[src/rtl/blk_check_pkg.sv]
package blk_check_pkg;
  localparam int unsigned CharW = 8;
  localparam int unsigned CrcW  = 16;
  localparam int unsigned LrcW  = 7;
  localparam logic [CrcW-1:0] CrcPolyRefl = 16'hA001;

  typedef struct packed {
    logic loadPreset;
    logic commit;
    logic revert;
    logic stepChar;
  } ctlStrobes_t;
endpackage

[src/rtl/blk_check_ctl.sv]
module blk_check_ctl
  import blk_check_pkg::*;
(
  input  logic        presetStb,
  input  logic        charStb,
  input  logic        keepStb,
  input  logic        keepChar,
  input  logic        crcMode,
  input  logic        transparent,
  output ctlStrobes_t strobes,
  output logic        crcActive
);
  always_comb begin
    strobes = '0;
    if (presetStb) begin
      strobes.loadPreset = 1'b1;
    end else if (keepStb) begin
      strobes.commit = keepChar;
      strobes.revert = ~keepChar;
    end else if (charStb) begin
      strobes.stepChar = 1'b1;
    end
  end

  assign crcActive = crcMode | transparent;
endmodule

[src/rtl/blk_check_dp.sv]
module blk_check_dp
  import blk_check_pkg::*;
#(
  parameter int unsigned DataW = CharW,
  parameter int unsigned ChkW  = CrcW,
  parameter int unsigned LrcBits = LrcW,
  parameter logic [ChkW-1:0] PolyRefl = CrcPolyRefl
) (
  input  logic             clk,
  input  logic             rstN,
  input  ctlStrobes_t      strobes,
  input  logic             crcActive,
  input  logic             oddParity,
  input  logic             charStb,
  input  logic [DataW-1:0] charData,
  input  logic [ChkW-1:0]  presetVal,
  output logic [ChkW-1:0]  runVal,
  output logic [ChkW-1:0]  checkVal,
  output logic [DataW-1:0] charParity
);
  localparam int unsigned PadW = ChkW - LrcBits;

  logic [ChkW-1:0] runQ, commitQ, crcNext, lrcNext, stepNext, presetEff;
  logic [DataW-1:0] parQ;

  function automatic logic [ChkW-1:0] crcByte(input logic [ChkW-1:0] seed,
                                              input logic [DataW-1:0] din);
    logic [ChkW-1:0] acc;
    acc = seed;
    for (int b = 0; b < DataW; b++) begin
      if (acc[0] ^ din[b]) acc = (acc >> 1) ^ PolyRefl;
      else                 acc = acc >> 1;
    end
    return acc;
  endfunction

  always_comb begin
    crcNext   = crcByte(commitQ, charData);
    lrcNext   = {{PadW{1'b0}}, commitQ[LrcBits-1:0] ^ charData[LrcBits-1:0]};
    stepNext  = crcActive ? crcNext : lrcNext;
    presetEff = crcActive ? presetVal : {{PadW{1'b0}}, presetVal[LrcBits-1:0]};
  end

  always_ff @(posedge clk or negedge rstN) begin
    if (!rstN) begin
      runQ    <= '0;
      commitQ <= '0;
    end else if (strobes.loadPreset) begin
      runQ    <= presetEff;
      commitQ <= presetEff;
    end else if (strobes.commit) begin
      commitQ <= runQ;
    end else if (strobes.revert) begin
      runQ <= commitQ;
    end else if (strobes.stepChar) begin
      runQ <= stepNext;
    end
  end

  always_ff @(posedge clk or negedge rstN) begin
    if (!rstN) parQ <= '0;
    else if (charStb)
      parQ <= {(^charData[LrcBits-1:0]) ^ oddParity, charData[LrcBits-1:0]};
  end

  assign runVal     = runQ;
  assign checkVal   = commitQ;
  assign charParity = parQ;
endmodule

[src/rtl/blk_check_unit.sv]
module blk_check_unit
  import blk_check_pkg::*;
(
  input  logic        clk,
  input  logic        rstN,
  input  logic        presetStb,
  input  logic [15:0] presetVal,
  input  logic        crcMode,
  input  logic        transparent,
  input  logic        oddParity,
  input  logic        charStb,
  input  logic [7:0]  charData,
  input  logic        keepStb,
  input  logic        keepChar,
  output logic [15:0] runVal,
  output logic [15:0] checkVal,
  output logic        blockGood,
  output logic [7:0]  charParity,
  output logic [7:0]  lrcChar
);
  ctlStrobes_t strobes;
  logic crcActive;

  blk_check_ctl u_ctl (
    .presetStb(presetStb), .charStb(charStb), .keepStb(keepStb),
    .keepChar(keepChar), .crcMode(crcMode), .transparent(transparent),
    .strobes(strobes), .crcActive(crcActive)
  );

  blk_check_dp u_dp (
    .clk(clk), .rstN(rstN), .strobes(strobes), .crcActive(crcActive),
    .oddParity(oddParity), .charStb(charStb), .charData(charData),
    .presetVal(presetVal), .runVal(runVal), .checkVal(checkVal),
    .charParity(charParity)
  );

  assign blockGood = crcActive ? (checkVal == '0) : (checkVal[LrcW-1:0] == '0);
  assign lrcChar   = {(^checkVal[LrcW-1:0]) ^ oddParity, checkVal[LrcW-1:0]};
endmodule

[config.mk]
export PLATFORM = sky130hd
export DESIGN_NAME = blk_check_unit
export DESIGN_NICKNAME = d
export VERILOG_FILES = /design/src/rtl/blk_check_pkg.sv /design/src/rtl/blk_check_ctl.sv /design/src/rtl/blk_check_dp.sv /design/src/rtl/blk_check_unit.sv
export SDC_FILE = /design/constraint.sdc
export NUM_CORES = 1
export LEC_CHECK = 0
export BUFFER_PORTS_ARGS = -buffer_cell sky130_fd_sc_hd__buf_4
export CORE_ASPECT_RATIO = 1.5
export CORE_MARGIN = 1.5
export CORE_UTILIZATION = 45
export CTS_BUF_LIST = sky130_fd_sc_hd__clkbuf_8 sky130_fd_sc_hd__clkbuf_16
export DETAILED_ROUTE_END_ITERATION = 10
export GPL_TIMING_DRIVEN = 0
export PLACE_DENSITY = 0.81
export SLEW_MARGIN = 20
export SYNTH_ARGS = -nofsm -noshare
export SYNTH_HDL_FRONTEND = slang
export SYNTH_SLANG_ARGS = --single-unit
[constraint.sdc]
create_clock -name clk -period 2.58 [get_ports clk]
set_clock_uncertainty 0.05 [all_clocks]
set_input_delay 0.258 -clock clk [delete_from_list [all_inputs] [get_ports clk]]
set_output_delay 0.258 -clock clk [all_outputs]
set_load 0.05 [all_outputs]
==> impl_results.md <==
* Min Clock Period, post-route at 2.29 ns
* Max stage delay on crit path at 0.55 ns
* Post-place instance area at 3060 um^2
* Area growth syn-to-layout at 32.7%
* Reg2reg setup slack at 0.29 ns
* Leak Pwr at 1.46 nW
* Top cell type's share of synthesized area at 42.1%
* Max Fclk at 437 MHz
* Cell taking the most area after synthesis: dfrtp_1
* Number of synthesized flops with an enable pin at 0
* Critical setup path kind: reg2reg
* TritonRoute pass-1 iters at 6
* Final hold viol count at 0
* Share of post-route cells with drive strength above 1 at 30.0%
* Worst Tran Pin Value at 0.809 ns
* Yosys Warn Count at 0
* Final Non-Filler Cells at 408
* Most used cell along the critical path: xnor2_1
* WL/cell at 16.5 um
* Hold WS at 0.172 ns
* Initial antenna violation count at 0
* Die W at 62.4 um
* Hold Crit Depth at 2
* RSZ-0062 raised after global routing: false
* Critical path fanouts, max at 6
* Remaining antenna violation count at 0
* Starting Density at 46.4%
* Number of synthesized register bits at 40
* Most frequent cells after synthesis: dfrtp_1 (40), nor2_1 (25), xnor2_1 (24), nand2_1 (23), a21oi_1 (21)
* CTS Buffer Depth at 2
* RD Place Congestion at 0.900
* Row count at 32
* Critical R2R Capture: u_dp.runVal[0]
* Final wirelength at 6720 um
* Die ar. at 5740 um^2
* Root Buffer: clkbuf_8
* Diodes inserted at 0
* Setup TNS at 0 ns
* CP max stage cell: xnor3_2
* Total Power at 2.89 mW
* Vias per cell at 5.67
* Inserted Clock Buffers at 5
* Max_cap viols at 0
* CTS HTree Levels at 2
* Status: finished, final reports clean
* Slew Viols, Final at 0
* Die height at 92.1 um
* Core box area at 5120 um^2
* Clock latency on the worst-skew pair at 0.30 ns
* Reg clk slew, reported paths at 0.07 ns
* Finished Cell Area at 3160 um^2
* TritonCTS sink count at 40
* Reg-to-reg startpoint: u_dp.checkVal[0]
* Predominant post-synthesis flop cell: dfrtp_1
* Async S/R FF share, synth at 100%
* DRC errors left at 0
* Mapped Cells at 252
* Util after Layout at 61.6%
* First-pass GRT wire length at 10900 um
* Mapped Area at 2380 um^2
* Ports at 82
* GRT overflow at 0
* TritonCTS clock tree: yes
* Syn nets at 288
* Final period utilization at 88.8%
* R2r worst-path depth at 5
* Req. time, crit path at 2.75 ns
* Top-count cell post-synth: dfrtp_1
* Via count at 2315
* Port buffer count at 79
* HP Start: charData[5]
* Setup ws final at 0.290 ns
* Setup-failing EPs final at 0
* Largest net degree at the start of global routing at 41
* Slew margin rel. at 45.9%
* Initial DRC count at 122
* Power Dens Cells at 914 nW/um^2
* Placed cell count at 399
* Hold Path Class: in2reg
* Crit-path cells: xnor2_1 -> xnor2_1 -> xnor3_2 -> xnor3_1 -> a21oi_1
* Type of origin of the critical path: flip-flop
* Crit path capture type: flip-flop
* Seq/Total Area, Yosys at 42.1%
* Peak VDD IR at 0.000465 V
* DP HPWL at 5070 um
* Final #Nets at 375
* Total track usage at 24.1%
* Syn Area/Cell at 9.44 um^2
* CP arrival at 2.46 ns
* Pre-CTS setup slack at 0.368 ns
* Count of different cell masters after synthesis at 34
* Number of global-route vias before repair at 2308
* Area contributors post-synth: dfrtp_1 (42%), xnor2_1 (8.8%), a222oi_1 (4.6%), a21oi_1 (4.4%), nor2_1 (3.9%)
* Hold Crit Endpoint: u_dp.charParity[5]
[worst max-delay path, delay by kind of cell (launching register included)]
family	cells	cell delay [ns]
xor gates and xnor gates	4	1.53
AOI/OAI and AO/OA	1	0.17
DFF	1	0.46
[worst max-delay path by stage]
stage,start,end,slack (ns),depth (start not counted)
floorplan,u_dp.checkVal[1],lrcChar[7],0.06,5
global placement,u_dp.checkVal[0],u_dp.runVal[0],0.41,5
detailed placement,u_dp.checkVal[0],u_dp.runVal[0],0.37,5
CTS,u_dp.checkVal[0],u_dp.runVal[0],0.31,5
global route,u_dp.checkVal[5],u_dp.runVal[0],0.20,5
finish,u_dp.checkVal[0],u_dp.runVal[0],0.29,5
[routing by layer]
metal	up-vias	part of all wire, %	GRT usage (%)
li1	1066	-	-
met1	1116	38	27.9
met2	117	53	43.4
met3	16	6.8	4.66
met4	0	2.2	10.2
met5	-	0	0
[area by class of cell]
type / instances / area (um^2)
fill: 472 / 1970
clock inverter: 2 / 7.51
multi-input combinational: 183 / 1240
clock buffer: 6 / 82.6
sequential: 40 / 1000
buffer: 21 / 105
timing repair buffer: 80 / 603
tap: 68 / 85.1
inverter: 8 / 30.0
[state kept, by name, summed over array words and instances (netlist names)]
register	flops
u_dp.charParity	8
u_dp.checkVal	16
u_dp.runVal	16
[where the power goes]
group / internal, mW / switching, mW
Clock: 0.210 / 0.222
Combinational: 0.584 / 0.978
Sequential: 0.746 / 0.145
Total: 1.54 / 1.35
[repair_timing]
action	4_1_cts	5_1_grt
setup endpoints to repair	0	0
setup buffers	0	0
hold buffers	1	0
gates resized for setup	0	0
endpoints found under the hold margin	40	0
[placed cells by master, fill, tap and decap left out]
cell,instances
a211o_1,1
a21boi_0,2
a21oi_1,21
a221oi_1,1
a222oi_1,11
a22oi_1,11
a31oi_1,2
and2_1,1
buf_1,1
buf_4,86
clkbuf_1,13
clkbuf_8,6
dfrtp_1,40
dlygate4sd3_1,1
ha_1,3
inv_1,10
mux2_2,8
mux2i_1,8
nand2_1,23
nand2b_1,2
nand3_1,5
nand4b_1,1
nor2_1,25
nor3_1,2
nor3b_1,1
nor4_1,1
o211ai_1,1
o21a_1,1
o21ai_0,16
o22ai_1,3
or3_1,1
xnor2_1,24
xnor3_1,1
xnor3_2,1
xor2_1,5
xor2_2,1
[kinds of logic (layout without fill, tap and decap cells)]
kind of cell | count (synthesis) | after routing | share of synthesized area (%)
AO/OA/AOI/OAI | 70 | 70 | 19.2
AND/OR/NAND/NOR | 62 | 62 | 11.0
flip-flops | 40 | 40 | 42.1
XOR/XNOR | 32 | 32 | 13.3
buffers and inverters | 29 | 117 | 5.68
multiplexers | 16 | 16 | 7.15
adder cells (fa/ha/maj) | 3 | 3 | 1.58
No activity file was read; power rests on OpenSTA's default activity.
